`src/rtl/sclk_pkg.sv`:
```
package sclk_pkg;

   // speed decision held from the last reset cycle
   typedef struct packed {
      logic pull_low;   // drive secondary speed line low
      logic half;       // secondary runs at half the primary rate
   } spd_cfg_t;

   function automatic spd_cfg_t decide_speed(input logic cap, input logic pri_fast,
                                             input logic sec_fast);
      spd_cfg_t c;
      c.pull_low = cap & ~pri_fast;
      c.half     = cap & pri_fast & ~sec_fast;
      return c;
   endfunction

endpackage

```
`src/rtl/sclk_speed_latch.sv`:
```
module sclk_speed_latch
   import sclk_pkg::*;
(
   input  logic     clk,
   input  logic     pri_rst_n,
   input  logic     pri_fast,
   input  logic     sec_fast,
   input  logic     cap,
   output spd_cfg_t cfg
);

   // sampled only while primary reset is low; frozen afterwards
   always_ff @(posedge clk) begin
      if (!pri_rst_n)
         cfg <= decide_speed(cap, pri_fast, sec_fast);
   end


   mode_hold_chk: assert property (@(posedge clk) disable iff (!pri_rst_n)
      1'b1 |=> $stable(cfg));


   mode_excl_chk: assert property (@(posedge clk) disable iff (!pri_rst_n)
      cfg.pull_low |-> !cfg.half);

endmodule

```
`src/rtl/sclk_gate.sv`:
```
module sclk_gate #(
   parameter int NUM_CLK = 10,
   parameter int PWR_W   = 2,
   parameter int D3_CODE = 3
) (
   input  logic               clk,
   input  logic               pri_rst_n,
   input  logic               half,
   input  logic [PWR_W-1:0]   pwr_state,
   input  logic               stop_strap,
   output logic [NUM_CLK-1:0] clk_en
);

   localparam logic [PWR_W-1:0] D3_VAL = PWR_W'(D3_CODE);

   generate
      if (NUM_CLK < 1 || D3_CODE >= (1 << PWR_W)) begin : g_bad_cfg
         $error("sclk_gate: illegal parameter set");
      end
   endgenerate

   logic stop_req;
   logic phase_q;
   logic resume_q;
   logic nxt_en;

   assign stop_req = stop_strap && (pwr_state == D3_VAL);

   always_comb begin
      if (stop_req || resume_q) nxt_en = 1'b0;
      else if (half)            nxt_en = ~phase_q;
      else                      nxt_en = 1'b1;
   end

   always_ff @(posedge clk or negedge pri_rst_n) begin
      if (!pri_rst_n) begin
         phase_q  <= 1'b0;
         resume_q <= 1'b1;
      end else if (stop_req) begin
         phase_q  <= 1'b0;
         resume_q <= 1'b1;
      end else if (resume_q) begin
         phase_q  <= 1'b0;
         resume_q <= 1'b0;
      end else begin
         phase_q  <= half ? ~phase_q : 1'b0;
      end
   end

   // one flop per output, as each would sit beside its own buffer
   for (genvar gi = 0; gi < NUM_CLK; gi++) begin : g_out
      always_ff @(posedge clk or negedge pri_rst_n) begin
         if (!pri_rst_n) clk_en[gi] <= 1'b0;
         else            clk_en[gi] <= nxt_en;
      end
   end


   stop_low_chk: assert property (@(posedge clk) disable iff (!pri_rst_n)
      stop_req |=> (clk_en == '0));


   restart_low_chk: assert property (@(posedge clk) disable iff (!pri_rst_n)
      $fell(stop_req) |=> (clk_en == '0));


   half_alt_chk: assert property (@(posedge clk) disable iff (!pri_rst_n)
      (half && clk_en[0] && !stop_req) |=> !clk_en[0]);


   out_match_chk: assert property (@(posedge clk) disable iff (!pri_rst_n)
      1'b1 |-> (clk_en == {NUM_CLK{clk_en[0]}}));

endmodule

```
`src/rtl/sclk_rst_comb.sv`:
```
module sclk_rst_comb (
   input  logic clk,
   input  logic pri_rst_n,
   input  logic sw_sec_rst,
   output logic sec_rst_n
);

   // no clock on this path
   assign sec_rst_n = pri_rst_n & ~sw_sec_rst;


   sw_rst_chk: assert property (@(posedge clk) disable iff (!pri_rst_n)
      sw_sec_rst |-> !sec_rst_n);

endmodule

```
`src/rtl/sec_clk_rst_ctrl.sv`:
```
module sec_clk_rst_ctrl
   import sclk_pkg::*;
#(
   parameter int NUM_CLK = 10,
   parameter int PWR_W   = 2,
   parameter int D3_CODE = 3
) (
   input  logic               clk_pri,
   input  logic               pri_rst_n,
   input  logic               pri_m66_in,
   input  logic               sec_m66_in,
   input  logic               cap66_strap,
   input  logic [PWR_W-1:0]   pwr_state,
   input  logic               clk_stop_strap,
   input  logic               sw_sec_rst,
   output logic [NUM_CLK-1:0] sec_clk_en,
   output logic               sec_m66_pd,
   output logic               sec_rst_n,
   output logic               stat_66_cap
);

   spd_cfg_t cfg;

   sclk_speed_latch u_speed (
      .clk       (clk_pri),
      .pri_rst_n (pri_rst_n),
      .pri_fast  (pri_m66_in),
      .sec_fast  (sec_m66_in),
      .cap       (cap66_strap),
      .cfg       (cfg)
   );

   sclk_gate #(
      .NUM_CLK (NUM_CLK),
      .PWR_W   (PWR_W),
      .D3_CODE (D3_CODE)
   ) u_gate (
      .clk        (clk_pri),
      .pri_rst_n  (pri_rst_n),
      .half       (cfg.half),
      .pwr_state  (pwr_state),
      .stop_strap (clk_stop_strap),
      .clk_en     (sec_clk_en)
   );

   sclk_rst_comb u_rst (
      .clk        (clk_pri),
      .pri_rst_n  (pri_rst_n),
      .sw_sec_rst (sw_sec_rst),
      .sec_rst_n  (sec_rst_n)
   );

   assign sec_m66_pd  = cfg.pull_low;
   assign stat_66_cap = cap66_strap;


   slow_full_chk: assert property (@(posedge clk_pri) disable iff (!pri_rst_n)
      (sec_m66_pd && sec_clk_en[0]) |=> (sec_clk_en[0] || (clk_stop_strap && pwr_state == PWR_W'(D3_CODE))
                                         || $past(clk_stop_strap && pwr_state == PWR_W'(D3_CODE))));

endmodule

```
`config.mk`:
```
export PLATFORM = sky130hd
export DESIGN_NAME = sec_clk_rst_ctrl
export DESIGN_NICKNAME = d
export VERILOG_FILES = /design/src/rtl/sclk_pkg.sv /design/src/rtl/sclk_speed_latch.sv /design/src/rtl/sclk_gate.sv /design/src/rtl/sclk_rst_comb.sv /design/src/rtl/sec_clk_rst_ctrl.sv
export SDC_FILE = /design/constraint.sdc
export NUM_CORES = 1
export LEC_CHECK = 0
export BUFFER_PORTS_ARGS = -buffer_cell sky130_fd_sc_hd__buf_2
export CORE_AREA = 2 2 39 41
export DETAILED_ROUTE_END_ITERATION = 7
export DIE_AREA = 0 0 41 43
export HOLD_SLACK_MARGIN = 0.06
export PLACE_DENSITY = 0.45
export SYNTH_ARGS = -nofsm -noshare
export SYNTH_HDL_FRONTEND = slang
export SYNTH_SLANG_ARGS = --single-unit
```
`constraint.sdc`:
```
create_clock -name clk_pri -period 1.9 [get_ports clk_pri]
set_clock_uncertainty 0.2 [all_clocks]
set_input_delay 0.095 -clock clk_pri [delete_from_list [all_inputs] [get_ports clk_pri]]
set_output_delay 0.095 -clock clk_pri [all_outputs]
set_load 0.02 [all_outputs]
```
==> run metrics, run 1 <==
Post-DRT Antenna Nets=0; Mapped Cells=23; Worst Path Class, Setup=in -> reg; Worst Hold Class=in -> async; Synth Area in Simple Gates=18.8%; worst slack, placed=916 ps; CP Launch Type=input pin; area grow syn2layout=56.2%; # resized after CTS=0; post-synthesis cell area=280 um^2; drt first pass iters=3; core area=1380 um^2; Compound-Gate Fraction of Synth Area=4.46%; FF+latch area=136 um^2; Min Clock Period, post-route=1790 ps; Slew @ Worst Pin=208 ps; # clock sinks=5; Die Y=43 um; flops & latches, synth=5; xor/xnor share of the synthesized area=0%; largest net degree at the start of global routing=11; die area=1760 um^2; worst r2r dst=u_gate.phase_q$_DFF_PN0_; port buffer count=21; Clock Latency Late Sink=240 ps; worst reg-to-reg setup slack=920 ps; R2R depth=1; Post-Synth Adder-Cell Area=0%; Post-Route WL=483 um; status=finished, final reports clean; Netlist cell types=11; DRC Markers=0; Rel. slew slack=86.1%; Leakage=0.216 nW; post-layout worst setup margin=115 ps; FILL cells=152; Clock transition at path regs=50 ps; Max FO, Critical Path=3; Horiz. Die Dim=41 um; final setup TNS=0 ps; routed len/inst=7.79 um; I/O Pins=22; First DRT Iteration DRCs=2; PD cells=803 nW/um^2; # diodes=0; Mean Syn Cell Area=12.2 um^2; Worst EP arrival=1740 ps; DR vias/cell=3.71; start of the worst register-to-register path=u_gate.phase_q$_DFF_PN0_; Clock Tree Buf Depth=2; total chip power=352 uW; number of global-route vias before repair=208; f_max=560 MHz; Yosys warnings=0; crit path capture type=flip-flop; Critical Path Start=clk_stop_strap; maximum vdd drop=0.473 mV; clock root cell=clkbuf_4; sequential share of the synthesized area=48.7%; gr ovfl total=0; CTS tree=yes; Required @ worst endpoint=1850 ps; via count=230; first-pass GRT wire length=717 um; RSZ-0062 raised after global routing=no; syn_nets=32; initial antenna violation count=0; post-synthesis mux area share=0%; Tcrit/Tclk final=94.0%; share of cells above drive strength 1=65.2%; H-tree depth=1; Slew Viols, Final=0; initial cell density of the core=20.3%; MaxCap Viol Count=0; combinational family with the most area after synthesis=buffers and inverters; Final Hold Violating Endpoints=0; routability cong.=0.663; final setup vio count=0; most common cell after layout, fill and taps aside=buf_2; CTS buffer count=3; area of the multi-input gates=65.1 um^2; all-layer global routing usage=6.76%; Nets=56; FP Rows=14; commonest cells after routing, fill and taps aside=21 x buf_2, 8 x dlygate4sd3_1, 3 x clkbuf_4
## registers in the layout (all words and copies together) (netlist names)
register and flops:
u_speed.cfg 2, u_gate.clk_en 1, u_gate.resume_q 1, u_gate.phase_q 1
## timing repair
| action | 4_1_cts | 5_1_grt |
|---|---|---|
| endpoints found under the hold margin | 10 | 0 |
| hold buffers | 8 | 0 |
| setup buffers | 0 | 0 |
## metrics by stage
| step | area, um^2 | util (%) | instances | hold WS (ps) |
|---|---|---|---|---|
| 3_3_place_gp | 330 | 23.9 | 50 | -292 |
| 3_5_place_dp | 330 | 23.9 | 50 | -293 |
| 5_1_grt | 438 | 31.6 | 62 | 155 |
| 4_1_cts | 438 | 31.6 | 62 | 146 |
| 2_1_floorplan | 280 | - | 23 | -401 |
| 6_report | 438 | 31.6 | 62 | 139 |
## where the power goes
part / total, mW / internal [mW] / leakage (nW) / switching (mW)
sequential: 0.131 / 0.122 / 0.0531 / 0.00888
clock: 0.123 / 0.0763 / 0.0177 / 0.0464
combinational: 0.0975 / 0.0425 / 0.145 / 0.0549
## synthesized netlist by cell type
cell / number / area (um^2)
a211oi_2: 1 / 12.5
and3_4: 1 / 11.3
buf_4: 10 / 75.1
dfrtp_1: 2 / 50.1
dfstp_2: 1 / 26.3
edfxtp_1: 2 / 60.1
inv_2: 1 / 3.75
nand2_1: 1 / 3.75
nor2_1: 2 / 7.51
nor2b_1: 1 / 6.26
nor4b_4: 1 / 23.8
## cell families after synthesis
logic type / count (synthesis)
and+or+nand+nor: 6
buffers and inverters: 11
AOI/OAI and AO/OA: 1
DFF: 5
## worst max-delay path, cell delays in order
cell and delay, ps:
dlygate4sd3_1 540, buf_2 120, and3_4 130, dlygate4sd3_1 620, nor4b_4 230
## cell type report
cell class,count,area share [%]
multi-input combinational,7,14.9
clock buffer,3,5.14
timing repair buffer,29,42.3
clock inverter,1,1.14
sequential,5,31.1
tap,16,4.57
inverter,1,0.857
## metal layers
layer	up-vias	GRT usage [%]	wire length (um)
li1	111	-	-
met1	102	5.23	179
met2	17	10.3	235
met3	0	4.71	68
met4	0	6.00	0
met5	-	0	0
## worst max-delay path by stage
stage                     cells after the start                       end  slack, ps
after CTS                                     5  u_gate.phase_q$_DFF_PN0_        120
after detailed placement                      1  u_gate.phase_q$_DFF_PN0_        920
after global routing                          5  u_gate.phase_q$_DFF_PN0_         90
final                                         5  u_gate.phase_q$_DFF_PN0_        110
after floorplan                               1             sec_clk_en[1]        850
after global placement                        1  u_gate.phase_q$_DFF_PN0_        950
Power figures use the tool's default switching activity.
==> run 2: changes to the inputs <==
--- a/config.mk
+++ b/config.mk
@@ -5,7 +5,9 @@
 export SDC_FILE = /design/constraint.sdc
 export NUM_CORES = 1
 export LEC_CHECK = 0
+export ABC_AREA = 1
 export BUFFER_PORTS_ARGS = -buffer_cell sky130_fd_sc_hd__buf_2
+export CAP_MARGIN = 0
 export CORE_AREA = 2 2 39 41
 export DETAILED_ROUTE_END_ITERATION = 7
 export DIE_AREA = 0 0 41 43
==> run metrics, run 2 <==
die area=1760 um^2 (unchanged); share of cells above drive strength 1=50.0% (-15 points); flops & latches, synth=5 (unchanged); gr ovfl total=0 (unchanged); Clock transition at path regs=50 ps (about the same); final instance count without filler cells=70 (+13%); Worst Path Class, Setup=in -> reg; first-pass GRT wire length=876 um (+22%); Min Clock Period, post-route=1590 ps (-194 ps); P_sw=110 uW (-0.37%); crit path capture type=flip-flop; Worst EP arrival=1380 ps (-360 ps); share of power burned in the clock network=35.9% (+1.0 points); post-synthesis cell area=280 um^2 (unchanged); Top reg by flops=u_speed.cfg; share of synthesized registers carrying an async set or reset=60.0% (unchanged); Nets=64 (+14%); port buffer count=21 (unchanged); I/O Pins=22 (unchanged); routability cong.=0.588 (-11%); post-layout worst setup margin=308 ps (+194 ps); core area=1380 um^2 (unchanged); initial cell density of the core=20.3% (unchanged); Post-DRT Antenna Nets=0 (unchanged); sequential share of the synthesized area=48.7% (unchanged); Required @ worst endpoint=1690 ps (-160 ps); switching share of total power=31.3% (about the same); Mapped Cells=31 (+35%); clock root cell=clkbuf_4; H-tree depth=1 (unchanged); Yosys top cell by area=buf_4; initial antenna violation count=0 (unchanged); # clock sinks=5 (unchanged); Final Hold Violating Endpoints=0 (unchanged); number of global-route vias before repair=223 (+7.2%); all-layer global routing usage=8.19% (+1.4 points); top_reg_cell synth=edfxtp_1; Worst Hold Class=in -> async; syn_nets=40 (+25%); Inst Count DP=58 (+16%); final setup vio count=0 (unchanged); Largest register FFs=2 (unchanged); Clock Tree Buf Depth=2 (unchanged); share of the synthesized area in the top cell type=26.8% (unchanged); Post-DP HPWL=359 um; most common cell after layout, fill and taps aside=buf_2; PD cells=802 nW/um^2 (about the same); routed len/inst=7.60 um (-2.4%); top-count cell post-synth=buf_4; CP Launch Type=input pin; Netlist cell types=9 (-2); RSZ-0062 raised after global routing=no; MaxCap Viol Count=0 (unchanged); maximum vdd drop=0.308 mV (-35%); CTS buffer count=3 (unchanged); Mean Syn Cell Area=9.04 um^2 (-26%); Yosys warnings=0 (unchanged); largest net degree at the start of global routing=11 (unchanged); commonest cells after routing, fill and taps aside=21 x buf_2, 8 x dlygate4sd3_1, 6 x inv_1; combinational share of power=27.4% (-0.3 points); share of power burned in registers=36.8% (-0.6 points); DRC Markers=0 (unchanged); Max FO, Critical Path=2 (-1); Horiz. Die Dim=41 um (unchanged); Post-synth EDFFs=2 (unchanged); final setup TNS=0 ps (unchanged); DR vias/cell=3.70 (-0.26%); First DRT Iteration DRCs=7 (+5); Slew @ Worst Pin=197 ps (-11.2 ps); via count=259 (+13%); drt first pass iters=4 (+1); status=finished, final reports clean; Post-CTS Setup Bufs=0 (unchanged); Synth top cells by count=10 x buf_4, 6 x inv_1, 5 x nor2_1, 3 x nand2_1; # diodes=0 (unchanged); Post-Route WL=532 um (+10%); area grow syn2layout=55.8%; Slew Viols, Final=0 (unchanged); # resized after CTS=0 (unchanged); worst slack, placed=954 ps (+37.9 ps); f_max=628 MHz (+12%); CTS tree=yes; FP Rows=14 (unchanged); Clock Latency Late Sink=240 ps (about the same); Leakage=0.238 nW (+10%); cell-internal power=241 uW (-0.31%); main area contributors after synthesis=buf_4 27%, edfxtp_1 21%, dfrtp_1 18%; R2R depth=3 (+2); Rel. slew slack=86.9% (+0.79 points); Tcrit/Tclk final=83.8% (-10 points); Die Y=43 um (unchanged)
## run 2: cell types whose count changed after synthesis
cell and delta:
nand3_2 +1, inv_1 +6, inv_2 -1, nor4b_4 -1
and3_4 -1, a211oi_2 -1, nor2b_1 -1, nor2_1 +3
nand2_1 +2, nand2_2 +1
## run 2: layout make-up
type	count	area (um^2)
Multi-Input combinational cell	10	46.3
Inverter	6	22.5
Clock buffer	4	26.3
Tap cell	16	20.0
Fill cell	144	947
Timing Repair Buffer	29	185
Sequential cell	5	136
## run 2: logic make-up after synthesis
family,share of synthesized area [%]
simple gates,16.5
buf+inv,34.8
flops,48.7
## run 2: through the flow
stage	power, mW	hold slack (ps)	utilization, %	instance area [um^2]
5_1_grt	0.381	188	31.6	437
4_1_cts	0.358	168	31.6	437
2_1_floorplan	0.210	-401	-	280
3_5_place_dp	0.216	-293	23.9	330
3_3_place_gp	0.215	-297	23.9	330
6_report	0.350	162	31.6	437
## run 2: power by group through the flow
| stage | registers [mW] | clock network [mW] | logic, mW |
|---|---|---|---|
| finish | 0.129 | 0.126 | 0.0959 |
| global route | 0.132 | 0.143 | 0.106 |
| detailed placement | 0.131 | 0 | 0.0848 |
| floorplan | 0.136 | 0 | 0.0734 |
| global placement | 0.130 | 0 | 0.0845 |
| CTS | 0.129 | 0.132 | 0.0969 |
## run 2: worst max-delay path, stage by stage
cell and delay, ps:
dlygate4sd3_1 530, buf_2 130, nand2_1 50, nor2_1 30, dlygate4sd3_1 540
## run 2: repair_timing
action	in CTS	in global routing
endpoints found under the setup margin	0	0
endpoints found under the hold margin	10	0
hold buffers	8	0
## run 2: routing by layer
layer	vias up	GRT usage, %	wire [um]
met1	110	7.89	198
li1	126	-	-
met3	2	4.71	77
met5	-	0	0
met2	21	11.3	249
met4	0	8.00	6
## run 2: path summary, 6_finish.rpt
kind	endpoint	slack (ps)	from
worst max-delay path	u_speed.cfg[0]$_DFFE_PN_	310	pri_m66_in
min in group clk_pri	stat_66_cap	240	cap66_strap
worst min register to register	u_gate.phase_q$_DFF_PN0_	300	u_gate.phase_q$_DFF_PN0_
max in group asynchronous	u_gate.clk_en[5]$_DFF_PN0_	800	pri_rst_n
worst min-delay path	u_gate.resume_q$_DFF_PN1_	160	pri_rst_n
worst max register to register	u_gate.clk_en[5]$_DFF_PN0_	950	u_gate.resume_q$_DFF_PN1_
==> run 3: changes to the inputs <==
==> constraint.sdc (replaced) <==
create_clock -name clk_pri -period 1.5 [get_ports clk_pri]
set_clock_uncertainty 0.2 [all_clocks]
set_input_delay 0.075 -clock clk_pri [delete_from_list [all_inputs] [get_ports clk_pri]]
set_output_delay 0.075 -clock clk_pri [all_outputs]
set_load 0.02 [all_outputs]
==> run metrics, run 3 (synthesized netlist as in run 2, its figures left out) <==
CTS tree=yes; Worst Hold Class=in -> async; Nets=64 (unchanged); total buffers and inverters traversed by the critical path=4 (+1); status=finished, final reports clean; FILL cells=142 (-1.4%); initial cell density of the core=20.3% (unchanged); port buffer count=21 (unchanged); CP max stage cell=dlygate4sd3_1; most common cell after layout, fill and taps aside=buf_2; I/O Pins=22 (unchanged); Worst EP arrival=1380 ps (about the same); Critical Path Start=pwr_state[1]; PD cells=996 nW/um^2 (+24%); # resized after CTS=0 (unchanged); Post-CTS Setup Bufs=0 (unchanged); DRC Markers=0 (unchanged); Slew Viols, Final=0 (unchanged); Worst Path Class, Setup=in -> reg; final setup vio count=0 (unchanged); die area=1760 um^2 (unchanged); MaxCap Viol Count=0 (unchanged); area grow syn2layout=57.6%; Slowest Stage Delay on Critical Path=540 ps (about the same); gr ovfl total=0 (unchanged); Rel. slew slack=86.8% (about the same); critical-path cell list=dlygate4sd3_1, buf_2, nand3_2, inv_1, dlygate4sd3_1; share of cells above drive strength 1=48.1% (-1.9 points); Die Y=43 um (unchanged); FP Rows=14 (unchanged); routability cong.=0.588 (unchanged); CTS buffer count=3 (unchanged); delay-heaviest family, CP=buffers and inverters; Largest register FFs=2 (unchanged); crit path capture type=flip-flop; First DRT Iteration DRCs=4 (-3); Final Hold Violating Endpoints=0 (unchanged); drt first pass iters=3 (-1); largest net degree at the start of global routing=11 (unchanged); Tcrit/Tclk final=94.7%; f_max=704 MHz; Max FO, Critical Path=2 (unchanged); via count=249 (-3.9%); core area=1380 um^2 (unchanged); Layout Utilization=31.9% (+0.36 points); number of global-route vias before repair=249 (+12%); Top reg by flops=u_speed.cfg; Horiz. Die Dim=41 um (unchanged); Required @ worst endpoint=1460 ps (-230 ps); Min Clock Period, post-route=1420 ps; CP dominant cell by count=dlygate4sd3_1; Clock Tree Buf Depth=2 (unchanged); Post-Route WL=530 um (-0.38%); Post-DP HPWL=366 um (+1.8%); Slew @ Worst Pin=197 ps (+0.466 ps); RSZ-0062 raised after global routing=no; DR vias/cell=3.56 (-3.9%); first-pass GRT wire length=862 um (-1.6%); CP Launch Type=input pin; start of the worst register-to-register path=u_gate.resume_q$_DFF_PN1_; Clock transition at path regs=40 ps (about the same); final setup TNS=0 ps (unchanged); Leakage=0.243 nW (+1.9%); # diodes=0 (unchanged); routed len/inst=7.57 um (-0.38%); commonest cells after routing, fill and taps aside=20 x buf_2, 9 x dlygate4sd3_1, 6 x inv_1; Post-DRT Antenna Nets=0 (unchanged); H-tree depth=1 (unchanged); maximum vdd drop=0.335 mV (+8.9%); all-layer global routing usage=7.38% (-0.81 points); # clock sinks=5 (unchanged); clock root cell=clkbuf_4; initial antenna violation count=0 (unchanged); Clock Latency Late Sink=240 ps (about the same)
==> run 3: cell count changes in the layout (fill, tap and decap cells not counted) <==
cell,previous run,this run
buf_2,21,20
dlygate4sd3_1,8,9
==> run 3: report_power, final <==
group	total, mW	switching (mW)	leakage (nW)	internal (mW)
sequential	0.163	0.00824	0.0531	0.155
clock	0.154	0.0535	0.0150	0.100
combinational	0.123	0.0729	0.174	0.0497
==> run 3: metal layers <==
layer / GRT usage [%] / vias up / share of wire, %
met5: 0 / - / 0
met4: 4.00 / 0 / 0
met3: 3.14 / 0 / 13
met2: 12.5 / 21 / 48
met1: 6.91 / 102 / 39
li1: - / 126 / -
==> run 3: area by class of cell <==
| cell class | instances | area (um^2) | share of cell area, % |
|---|---|---|---|
| clock buffers | 4 | 26.3 | 5.95 |
| multi-input cells | 10 | 46.3 | 10.5 |
| well taps | 16 | 20.0 | 4.53 |
| inverters | 6 | 22.5 | 5.10 |
| repair buffers | 29 | 190 | 43.1 |
| flip-flops and latches | 5 | 136 | 30.9 |
==> run 3: final timing paths <==
path	slack, ps	depth (start not counted)	end
setup / recovery	80	5	u_gate.resume_q$_DFF_PN1_
hold / removal	160	2	u_gate.resume_q$_DFF_PN1_
setup reg to reg	550	3	u_gate.phase_q$_DFF_PN0_
hold reg to reg	300	3	u_gate.phase_q$_DFF_PN0_
max in group asynchronous	390	3	u_gate.clk_en[5]$_DFF_PN0_
min in group clk_pri	200	2	stat_66_cap
==> run 3: stage by stage <==
step                total power [mW]  area (um^2)  worst slack, ps  hold slack, ps  std cells
global route                   0.473          442             28.9             173         70
floorplan                      0.266          280              467            -421         31
finish                         0.440          442             79.3             163         70
global placement               0.272          330              562            -317         58
CTS                            0.454          457             23.5             150         72
detailed placement             0.273          330              553            -312         58
==> run 3: what timing repair did <==
action	4_1_cts	5_1_grt
hold buffers	10	0
setup endpoints to repair	0	2
endpoints found under the hold margin	10	0
